## src/rtl/brg_pkg.sv

```systemverilog
package brg_pkg;

    localparam int unsigned PS_CNT_W = 6;

    typedef enum logic [1:0] {
        PS_ASYNC_SLOW = 2'd0,
        PS_ASYNC_FAST = 2'd1,
        PS_SYNC       = 2'd2
    } ps_sel_e;

    typedef struct packed {
        ps_sel_e sel;
        logic    clear;
        logic    run;
    } brg_ctl_t;

    function automatic ps_sel_e pick_sel(input logic sync_m, input logic fast);
        if (sync_m) begin
            return PS_SYNC;
        end
        if (fast) begin
            return PS_ASYNC_FAST;
        end
        return PS_ASYNC_SLOW;
    endfunction

    // terminal value of the prescaler (ratio minus one)
    function automatic logic [PS_CNT_W-1:0] ps_last(input ps_sel_e s);
        case (s)
            PS_SYNC:       return PS_CNT_W'(3);
            PS_ASYNC_FAST: return PS_CNT_W'(15);
            default:       return PS_CNT_W'(63);
        endcase
    endfunction

    function automatic int unsigned ps_ratio(input ps_sel_e s);
        return int'(ps_last(s)) + 1;
    endfunction

endpackage

```

## src/rtl/brg_ctrl.sv

```systemverilog
module brg_ctrl
    import brg_pkg::*;
#(
    parameter int DIV_W = 8
) (
    input  logic             clk,
    input  logic             rst,
    input  logic             en,
    input  logic             div_we,
    input  logic [DIV_W-1:0] div_wdata,
    input  logic             sync_mode,
    input  logic             high_speed,
    output logic [DIV_W-1:0] div_q,
    output ps_sel_e          sel_q,
    output brg_ctl_t         ctl
);

    ps_sel_e sel_now;
    logic    en_q;
    logic    restart;

    assign sel_now = pick_sel(sync_mode, high_speed);

    // restart on a divisor write, on a change of the effective ratio
    // (the fast bit alone does not change it in synchronous mode), or on enable rising
    assign restart = div_we | (sel_now != sel_q) | (en & ~en_q);

    always_comb begin
        ctl.sel   = sel_now;
        ctl.run   = en;
        ctl.clear = restart | ~en;
    end

    always_ff @(posedge clk) begin
        sel_q <= sel_now;
        en_q  <= en;
        if (rst) begin
            div_q <= '0;
        end else if (div_we) begin
            div_q <= div_wdata;
        end
    end

endmodule

```

## src/rtl/brg_timer.sv

```systemverilog
module brg_timer #(
    parameter int DIV_W = 8
) (
    input  logic             clk,
    input  logic             rst,
    input  logic             clear,
    input  logic             run,
    input  logic [DIV_W-1:0] limit,
    output logic             step
);

    logic [DIV_W-1:0] cnt;
    logic             at_end;

    assign at_end = (cnt == limit);
    assign step   = run & ~clear & at_end;

    always_ff @(posedge clk) begin
        if (rst || clear) begin
            cnt <= '0;
        end else if (run) begin
            if (at_end) begin
                cnt <= '0;
            end else begin
                cnt <= cnt + DIV_W'(1);
            end
        end
    end

endmodule

```

## src/rtl/brg_prescale.sv

```systemverilog
module brg_prescale
    import brg_pkg::*;
(
    input  logic    clk,
    input  logic    rst,
    input  logic    clear,
    input  logic    step,
    input  ps_sel_e sel,
    output logic    tick
);

    logic [PS_CNT_W-1:0] pcnt;
    logic                last;

    assign last = (pcnt == ps_last(sel));

    always_ff @(posedge clk) begin
        if (rst || clear) begin
            pcnt <= '0;
            tick <= 1'b0;
        end else begin
            tick <= step & last;
            if (step) begin
                if (last) begin
                    pcnt <= '0;
                end else begin
                    pcnt <= pcnt + PS_CNT_W'(1);
                end
            end
        end
    end

endmodule

```

## src/rtl/baud_tick_gen.sv

```systemverilog
module baud_tick_gen
    import brg_pkg::*;
#(
    parameter int DIV_W = 8
) (
    input  logic             clk,
    input  logic             rst,
    input  logic             en,
    input  logic             div_we,
    input  logic [DIV_W-1:0] div_wdata,
    input  logic             sync_mode,
    input  logic             high_speed,
    output logic             tick
);

    logic [DIV_W-1:0] div_q;
    ps_sel_e          sel_q;
    brg_ctl_t         ctl;
    logic             clear;
    logic             step;

    assign clear = ctl.clear;

    brg_ctrl #(.DIV_W(DIV_W)) u_ctrl (
        .clk        (clk),
        .rst        (rst),
        .en         (en),
        .div_we     (div_we),
        .div_wdata  (div_wdata),
        .sync_mode  (sync_mode),
        .high_speed (high_speed),
        .div_q      (div_q),
        .sel_q      (sel_q),
        .ctl        (ctl)
    );

    brg_timer #(.DIV_W(DIV_W)) u_timer (
        .clk   (clk),
        .rst   (rst),
        .clear (clear),
        .run   (ctl.run),
        .limit (div_q),
        .step  (step)
    );

    brg_prescale u_pre (
        .clk   (clk),
        .rst   (rst),
        .clear (clear),
        .step  (step),
        .sel   (ctl.sel),
        .tick  (tick)
    );

endmodule

```

## config.mk

```make
export PLATFORM = sky130hd
export DESIGN_NAME = baud_tick_gen
export DESIGN_NICKNAME = d
export VERILOG_FILES = /design/src/rtl/brg_pkg.sv /design/src/rtl/brg_ctrl.sv /design/src/rtl/brg_timer.sv /design/src/rtl/brg_prescale.sv /design/src/rtl/baud_tick_gen.sv
export SDC_FILE = /design/constraint.sdc
export NUM_CORES = 1
export LEC_CHECK = 0
export ABC_AREA = 1
export BUFFER_PORTS_ARGS = -buffer_cell sky130_fd_sc_hd__buf_2
export CAP_MARGIN = 20
export CORE_MARGIN = 2
export CORE_UTILIZATION = 50
export DETAILED_ROUTE_END_ITERATION = 8
export GPL_TIMING_DRIVEN = 0
export MAX_ROUTING_LAYER = met4
export PLACE_DENSITY = 0.7
export SLEW_MARGIN = 5
export SYNTH_ARGS = -nofsm -noshare
export SYNTH_HDL_FRONTEND = slang
export SYNTH_HIERARCHICAL = 1
export SYNTH_SLANG_ARGS = --single-unit
export TNS_END_PERCENT = 10
```

## constraint.sdc

```tcl
create_clock -name clk -period 1.9 [get_ports clk]
set_input_delay 0.19 -clock clk [delete_from_list [all_inputs] [get_ports clk]]
set_output_delay 0.19 -clock clk [all_outputs]
set_load 0.01 [all_outputs]
```

==> results of run 1 <==
power by group:
part	switching (mW)	leakage, nW	internal (mW)
Combinational	0.0534	0.385	0.0420
Clock	0.150	0.0210	0.117
Sequential	0.00856	0.215	0.557
routing by layer:
| layer | wire, microns | vias to the layer above | track usage [%] | share of wire, % |
|---|---|---|---|---|
| met3 | 58 | 2 | 2.46 | 2.6 |
| met2 | 1190 | 12 | 33.9 | 52 |
| met5 | 0 | - | - | 0 |
| met4 | 15 | 0 | 6.25 | 0.66 |
| met1 | 1010 | 493 | 17.6 | 45 |
| li1 | - | 583 | - | - |
critical path, stage by stage, from the launching register on:
cell     delay [ps]
dfxtp_1         410
inv_2            70
nand2_1          60
nand2_1          40
nor2_1          110
nand3_2         140
nor3_4          290
nand2_2         110
buf_4           150
nor2_1          100
xnor2_1         130
nor2_1           70
cells by family (layout without fill, tap and decap cells):
kind of cell | count (synthesis) | count (layout) | synth area share, %
XOR/XNOR | 13 | 13 | 8.81
multiplexers | 1 | 1 | 0.774
AND/OR/NAND/NOR | 98 | 98 | 32.6
adder cells (fa/ha/maj) | 3 | 3 | 2.90
AO/OA/AOI/OAI | 11 | 11 | 5.32
flip-flops | 26 | 26 | 40.3
buffers and inverters | 26 | 47 | 9.29
what timing repair did:
action	CTS	global route
resized for setup	1	9
setup endpoints to repair	7	7
gates cloned	0	0
hold buffers	0	2
pin swaps	0	4
setup buffers	0	2
endpoints found under the hold margin	0	2
cell type report:
class | instances | area, sq um
Buffer | 4 | 30.0
Timing Repair Buffer | 17 | 100
Multi-Input combinational cell | 126 | 666
Tap cell | 30 | 37.5
Sequential cell | 26 | 531
Inverter | 22 | 90.1
Fill cell | 230 | 965
Clock buffer | 4 | 36.3
sequential cells by signal (all words and copies together) (netlist names):
signal,count
u_timer/cnt,8
u_ctrl/div_q,8
u_ctrl/en_q,1
u_ctrl/sel_q,2
u_pre/tick,1
u_pre/pcnt,6
layout by cell type, fill, tap and decap left out, types with 2 or more instances in the layout:
cell and n:
nor2_1 27, xnor2_1 7, dfxtp_2 5, a21oi_1 8, nand2_1 53, nor2_2 3
nand3_2 4, xor2_1 6, ha_1 3, dlygate4sd3_1 2, dfxtp_1 20, buf_2 13
nand2_2 2, inv_1 19, o21ai_0 2, nand3_1 4, nor3_1 2, buf_4 4
clkbuf_4 3, inv_2 2
worst max path at each step:
stage                    from            end
2_1_floorplan  u_timer/cnt[2]  u_pre/pcnt[3]
5_1_grt        u_timer/cnt[3]  u_pre/pcnt[1]
3_3_place_gp               en  u_pre/pcnt[4]
4_1_cts        u_timer/cnt[2]  u_pre/pcnt[4]
6_report       u_timer/cnt[3]  u_pre/pcnt[4]
3_5_place_dp   u_timer/cnt[7]  u_pre/pcnt[1]
metrics by stage:
step	instance area [sq um]	hold WS (ps)	instances	setup WS [ps]
final	1490	105	229	145
after global routing	1490	97.2	229	-3.62
after CTS	1440	3.10	225	47.8
after detailed placement	1400	339	221	-132
after global placement	1400	337	221	-103
after floorplan	1290	218	178	156
==> impl_metrics.py, run 1 <==
metrics = {
    "cells_and_area": {
        "nNetsFinal": 217,
        "drive_gt1_share_pct": 22.1,
        "area_growth_pct": 15.3,
        "fin_util_pct": 60.7,
        "n_antenna_cell": 0,
    },
    "sta": {
        "finalHoldViolations": 0,
        "max_freq_mhz": 570,
        "skew_ps": 2.16,
        "period_minus_slack_ps": 1760,
        "fin_tns_setup_ps": 0,
        "setup_viol": 0,
        "worstMarginPinSlew_ps": 319,
        "slew_viol_final": 0,
        "max-slew-margin-rel_pct": 78.7,
        "finalCritPeriodShare_pct": 92.4,
    },
    "status": {
        "outcome": "finished clean",
    },
    "floorplan": {
        "fp.dieH_microns": 54.8,
        "dieArea_sq_um": 3010,
        "rows": 18,
        "pin_count": 15,
        "die_x_microns": 54.8,
        "coreArea_sq_um": 2450,
        "start_util_pct": 52.7,
    },
    "detailed_routing": {
        "drc_errors": 0,
        "wirelength_microns": 2270,
        "ant_nets": 0,
        "drt_iter0_drc": 16,
        "drt-vias-per-instance": 4.76,
        "firstDrtPassIters": 4,
        "wl_per_cell_microns": 9.91,
        "vias": 1090,
    },
    "setup_path": {
        "crit_type": "reg2reg",
        "r2r_slack_ps": 140,
        "reg2reg_from": "u_timer/cnt[3]",
        "arrival_ps": 1970,
        "worstRegToRegCells": 11,
        "cp.required_ps": 2120,
        "cp-start-kind": "register",
        "r2r_end": "u_pre/pcnt[4]",
        "endpoint_kind": "register",
        "worst-path-max-fanout": 4,
    },
    "worst_hold_path": {
        "hp-class": "in2reg",
        "min-delay-start": "div_wdata[1]",
        "hold_path_end": "u_ctrl/div_q[1]",
        "min_path_cells": 3,
    },
    "logic_synthesis": {
        "synth_most_common_cell": "nand2_1",
        "ys_types": 23,
        "syn_area_sq_um": 1290,
        "syn_area_per_cell_sq_um": 7.26,
        "async_flop_share_pct": 0,
        "yosysSeqAreaShare_pct": 40.3,
        "postSynthRegisterBits": 26,
        "synthFlopType": "dfxtp_1",
        "syn_inst": 178,
        "yosysWarningCount": 6,
        "syn_nets": 195,
        "synth_top_area_cell": "dfxtp_1",
        "synth_edf_count": 0,
        "synth_area_leaders": "dfxtp_1 40%, nand2_1 15%, nor2_1 8.1%",
        "synth_commonest_cells": "53 x nand2_1, 28 x nor2_1, 26 x dfxtp_1",
        "netlist.area_leader.share_pct": 40.3,
    },
    "clock_network": {
        "clkTransAtPathRegs_ps": 130,
        "root_buffer": "clkbuf_4",
        "htree_levels": 1,
        "cts_made_buffers": 3,
        "cts_sinks": 26,
        "cts.path.max_buffers": 2,
        "cts_tree": "done",
        "clk-insertion-delay-late_ps": 310,
    },
    "global_routing": {
        "grt_pass1_wl_microns": 3730,
        "grt_use_total_pct": 17.6,
        "grt_antenna_before_repair": 0,
        "grt_pass1_vias": 1007,
        "grt_overflow_total": 0,
        "grt_max_degree": 15,
    },
    "job": {
        "max_cap_violations": 0,
    },
    "power": {
        "p_total_mw": 0.928,
        "peakVddDrop_mv": 0.543,
        "p_per_area_nw_per_um2": 623,
        "p_leak_nw": 0.621,
    },
    "place": {
        "dp_hpwl_microns": 1810,
        "port-buffer-count": 13,
        "place.gp.congestion": 0.868,
    },
}
Power figures use the tool's default switching activity.
==> run 2, diff against run 1 <==
--- a/config.mk
+++ b/config.mk
@@ -16,3 +16,4 @@
 export PLACE_DENSITY = 0.7
-export SLEW_MARGIN = 5
+export SETUP_SLACK_MARGIN = 0.15
+export SLEW_MARGIN = 0
 export SYNTH_ARGS = -nofsm -noshare
--- a/constraint.sdc
+++ b/constraint.sdc
@@ -3,2 +3,2 @@
 set_output_delay 0.19 -clock clk [all_outputs]
-set_load 0.01 [all_outputs]
+set_load 0.005 [all_outputs]
==> run 2 against run 1 <==
Power up 1.5%; largest cell class unchanged; final cell count up 2.2%; highest routed layer unchanged; sequential power about the same; non-clock buffer count up 5; wire length up 6.5%.
==> impl_metrics.py, run 2 (synthesis gave the netlist of run 1 again) <==
metrics = {
    "job": {
        "max_cap_violations": 0,
    },
    "sta": {
        "slew_viol_final": 0,
        "max_freq_mhz": 619,
        "skew_ps": 1.43,
        "whs_ps": 101,
        "worst_slack_ps": 284,
        "setup_viol": 0,
        "finalHoldViolations": 0,
        "worstMarginPinSlew_ps": 325,
        "fin_tns_setup_ps": 0,
        "grt_setup_unrepaired": "yes",
        "max-slew-margin-rel_pct": 78.3,
        "period_minus_slack_ps": 1620,
        "finalCritPeriodShare_pct": 85.0,
    },
    "floorplan": {
        "start_util_pct": 52.7,
        "die_x_microns": 54.8,
        "pin_count": 15,
        "rows": 18,
        "coreArea_sq_um": 2450,
        "fp.dieH_microns": 54.8,
        "dieArea_sq_um": 3010,
    },
    "detailed_routing": {
        "firstDrtPassIters": 4,
        "vias": 1109,
        "ant_nets": 0,
        "drt-vias-per-instance": 4.74,
        "drc_errors": 0,
        "wl_per_cell_microns": 10.3,
        "drt_iter0_drc": 13,
        "wirelength_microns": 2420,
    },
    "setup_path": {
        "arrival_ps": 1840,
        "worst-path-max-fanout": 6,
        "cp_slowest_stage_delay_ps": 380,
        "crit_top_cell": "nand2_1",
        "path_cells": "inv_2, nand2_1, nand2_1, nor2_1, nand3_2, nor3_4, nand2_2, inv_2, nand2_1, nor2_1, nand2_1, nand2_4, nor2_1",
        "cp-start-kind": "register",
        "worstRegToRegCells": 13,
        "cp_slowest_cell": "dfxtp_2",
        "cp.required_ps": 2120,
        "crit_type": "reg2reg",
        "endpoint_kind": "register",
    },
    "power": {
        "p_leak_nw": 0.648,
        "p_per_area_nw_per_um2": 599,
        "p_total_mw": 0.942,
        "peakVddDrop_mv": 0.625,
    },
    "cells_and_area": {
        "nNetsFinal": 222,
        "fin_util_pct": 64.0,
        "n_antenna_cell": 0,
        "drive_gt1_share_pct": 33.8,
        "finalNonFillerCells": 234,
        "top_regs": "u_ctrl/div_q x8, u_timer/cnt x8, u_pre/pcnt x6",
        "area_growth_pct": 21.6,
        "final_common_cell": "nand2_1",
        "fin_area_sq_um": 1570,
        "final_cell_mix": "48 x nand2_1, 22 x nor2_1, 15 x dfxtp_1",
    },
    "place": {
        "dp_hpwl_microns": 1810,
        "port-buffer-count": 13,
        "postPlaceCellArea_sq_um": 1400,
        "preCtsSetupSlack_ps": -132,
        "numPlacedInstances": 221,
        "place.gp.congestion": 0.868,
    },
    "clock_network": {
        "cts_sinks": 26,
        "htree_levels": 1,
        "cts_made_buffers": 3,
        "clk-insertion-delay-late_ps": 310,
        "cts.path.max_buffers": 2,
        "clkTransAtPathRegs_ps": 130,
        "root_buffer": "clkbuf_4",
        "cts_tree": "done",
    },
    "global_routing": {
        "grt_pass1_vias": 1007,
        "grt_max_degree": 15,
        "grt_use_total_pct": 17.8,
        "grt_antenna_before_repair": 0,
        "grt_overflow_total": 0,
        "grt_pass1_wl_microns": 3760,
    },
    "worst_hold_path": {
        "hp-class": "in2reg",
        "min_path_cells": 3,
    },
    "status": {
        "outcome": "finished clean",
    },
}
==> run 2: cell count changes in the layout (fill, tap and decap cells not counted), moves of 4 or more <==
cell	change
nand2_2	+4
dfxtp_1	-5
nor2_2	+4
buf_4	+5
nor2_1	-5
inv_2	+5
nand2_1	-5
dfxtp_2	+4
inv_1	-5
==> run 2: layout make-up <==
cell class,count,area (sq um)
fill,217,883
multi-input combinational,126,701
sequential,26,539
timing repair buffer,22,138
inverter,22,90.1
tap,30,37.5
clock buffer,4,36.3
buffer,4,30.0
==> run 2: path summary, 6_finish.rpt <==
kind	endpoint	slack [ps]	from
setup / recovery	u_pre/pcnt[0]	280	u_timer/cnt[3]
hold reg to reg	u_ctrl/div_q[0]	480	u_ctrl/div_q[0]
hold / removal	u_ctrl/div_q[1]	100	div_wdata[1]
setup reg to reg	u_pre/pcnt[0]	280	u_timer/cnt[3]
==> run 2: layer usage <==
layer  vias up  wire length [microns]  global-route usage (%)
li1        596                      -                       -
met1       503                   1040                    17.8
met2         8                   1320                    34.3
met3         2                     51                    2.46
met4         0                     15                    6.25
met5         -                      0                       -
==> run 2: worst max-delay path, delay by kind of cell (launching register included) <==
kind	cells	cell delay [ps]
simple gates	11	1040
buf+inv	2	100
flops	1	380
==> run 2: report_power, final <==
group	switching [mW]	internal, mW
combinational	0.0577	0.0490
sequential	0.00935	0.556
clock	0.153	0.117
==> run 2: what timing repair did <==
action	4_1_cts	5_1_grt
setup buffers	3	4
hold buffers	0	2
hold endpoints to repair	0	2
pin swaps	2	10
endpoints found under the setup margin	7	7
gates resized for setup	3	30
==> run 3, diff against run 2 <==
- BUFFER_PORTS_ARGS: -buffer_cell sky130_fd_sc_hd__buf_2 -> -buffer_cell sky130_fd_sc_hd__clkbuf_2
==> run 3 against run 2 <==
Clock power about the same; fmax increased by 0.28%; clock skew increased by 0.53 ps; combinational power decreased by 6%; worst setup slack improved by 4.4 ps; register-to-register slack about the same; global-route usage increased by 0.41 points; largest cell class unchanged; largest power group unchanged; highest routed layer unchanged.
==> impl_metrics.py, run 3 (synthesis gave the netlist of run 1 again) <==
metrics = {
    "floorplan": {
        "rows": 18,
        "fp.dieH_microns": 54.8,
        "coreArea_sq_um": 2450,
        "pin_count": 15,
        "start_util_pct": 52.7,
        "dieArea_sq_um": 3010,
        "die_x_microns": 54.8,
    },
    "power": {
        "switching_power_mw": 0.217,
        "p_sw_share_pct": 23.2,
        "p_leak_nw": 0.652,
        "combinationalPowerShare_pct": 10.8,
        "p_clk_share_pct": 28.8,
        "p_per_area_nw_per_um2": 607,
        "p_int_mw": 0.718,
        "seqPwrFrac_pct": 60.4,
        "peakVddDrop_mv": 0.595,
    },
    "global_routing": {
        "grt_use_total_pct": 18.2,
        "grt_antenna_before_repair": 0,
        "grt_pass1_vias": 978,
        "grt_overflow_total": 0,
        "grt_max_degree": 15,
        "grt_pass1_wl_microns": 3810,
    },
    "setup_path": {
        "worst-path-max-fanout": 6,
        "cp-start-kind": "register",
        "endpoint_kind": "register",
        "cp.required_ps": 2120,
        "arrival_ps": 1830,
        "crit_type": "reg2reg",
    },
    "cells_and_area": {
        "multiInputGateArea_sq_um": 678,
        "final_cell_mix": "50 x nand2_1, 27 x nor2_1, 17 x dfxtp_1",
        "n_antenna_cell": 0,
        "drive_gt1_share_pct": 30.4,
        "finalNonFillerCells": 234,
        "fin_util_pct": 62.8,
        "top_regs": "u_ctrl/div_q x8, u_timer/cnt x8, u_pre/pcnt x6",
        "fillCellCount": 223,
        "area_growth_pct": 19.3,
        "nNetsFinal": 222,
        "regArea_sq_um": 537,
        "fin_area_sq_um": 1540,
        "final_common_cell": "nand2_1",
    },
    "sta": {
        "fin_tns_setup_ps": 0,
        "max-slew-margin-rel_pct": 77.0,
        "worstMarginPinSlew_ps": 345,
        "skew_ps": 1.96,
        "grt_setup_unrepaired": "no",
        "setup_viol": 0,
        "max_freq_mhz": 621,
        "finalHoldViolations": 0,
        "slew_viol_final": 0,
        "period_minus_slack_ps": 1610,
        "finalCritPeriodShare_pct": 84.8,
        "whs_ps": 19.0,
    },
    "clock_network": {
        "cts_made_buffers": 3,
        "htree_levels": 1,
        "cts_sinks": 26,
        "clkTransAtPathRegs_ps": 130,
        "root_buffer": "clkbuf_4",
        "cts.path.max_buffers": 2,
        "ctsHoldBuffers": 0,
        "clk-insertion-delay-late_ps": 310,
        "cts_tree": "done",
    },
    "detailed_routing": {
        "wirelength_microns": 2350,
        "firstDrtPassIters": 4,
        "drt-vias-per-instance": 4.65,
        "drt_iter0_drc": 14,
        "drc_errors": 0,
        "wl_per_cell_microns": 10.1,
        "ant_nets": 0,
        "vias": 1088,
    },
    "place": {
        "port-buffer-count": 13,
        "postPlaceCellArea_sq_um": 1400,
        "numPlacedInstances": 221,
        "place.gp.congestion": 0.832,
        "dp_hpwl_microns": 1750,
    },
    "worst_hold_path": {
        "hp-class": "in2reg",
    },
    "status": {
        "outcome": "finished clean",
    },
    "job": {
        "max_cap_violations": 0,
    },
}
## run 3: cell types whose count changed in the layout (fill, tap and decap cells not counted)
cell / before / now
nor2_1: 22 / 27
nor2_2: 7 / 2
nand2_1: 48 / 50
clkbuf_2: 0 / 13
dfxtp_2: 9 / 7
buf_2: 13 / 0
nand2_2: 6 / 5
dfxtp_1: 15 / 17
nand2_4: 1 / 0
buf_4: 9 / 11
dlygate4sd3_1: 2 / 0
## run 3: routing by layer
metal / up-vias / wire [microns] / track usage, %
li1: 592 / - / -
met1: 484 / 1080 / 19.8
met2: 10 / 1210 / 32.7
met3: 2 / 54 / 2.46
met4: 0 / 15 / 7.50
met5: - / 0 / -
## run 3: timing repair
item                       4_1_cts  5_1_grt
buffers inserted                 1        8
setup endpoints to repair        7        7
gates resized for setup          3       20
pin swaps                        1       12
## run 3: worst paths after layout
check / slack, ps / endpoint / start / cells past startpoint
setup / recovery: 290 / u_pre/pcnt[3] / u_ctrl/div_q[7] / 13
hold / removal: 20 / u_ctrl/en_q / en / 1
setup reg to reg: 290 / u_pre/pcnt[3] / u_ctrl/div_q[7] / 13
hold reg to reg: 480 / u_ctrl/div_q[3] / u_ctrl/div_q[3] / 2
## run 3: power groups by stage
stage	sequential (mW)	combinational [mW]	clock (mW)
4_1_cts	0.567	0.0927	0.278
6_report	0.565	0.101	0.269
5_1_grt	0.567	0.115	0.303
3_3_place_gp	0.579	0.0850	0
3_5_place_dp	0.579	0.0881	0
2_1_floorplan	0.577	0.0637	0
## run 3: cell type report
class	instances	area share [%]
buffer	4	1.95
clock buffer	4	2.35
inverter	22	5.84
multi-input combinational	126	44.0
sequential	26	34.8
tap	30	2.44
timing repair buffer	22	8.60
## run 3: through the flow
step,worst slack (ps),power (mW)
floorplan,156,0.640
global placement,-108,0.664
detailed placement,-137,0.667
CTS,157,0.938
global route,119,0.985
finish,289,0.935
## run 3: critical path: stages (launching register included)
cell and delay [ps]:
dfxtp_2 380, inv_2 40, nand2_2 60, nand2_2 70, nor2_4 120, nand3_2 110, nor3_4 180, nand2_2 100
inv_2 50, nand2_1 40, nor2_1 90, nand2_1 80, nand2_2 140, nor2_1 60
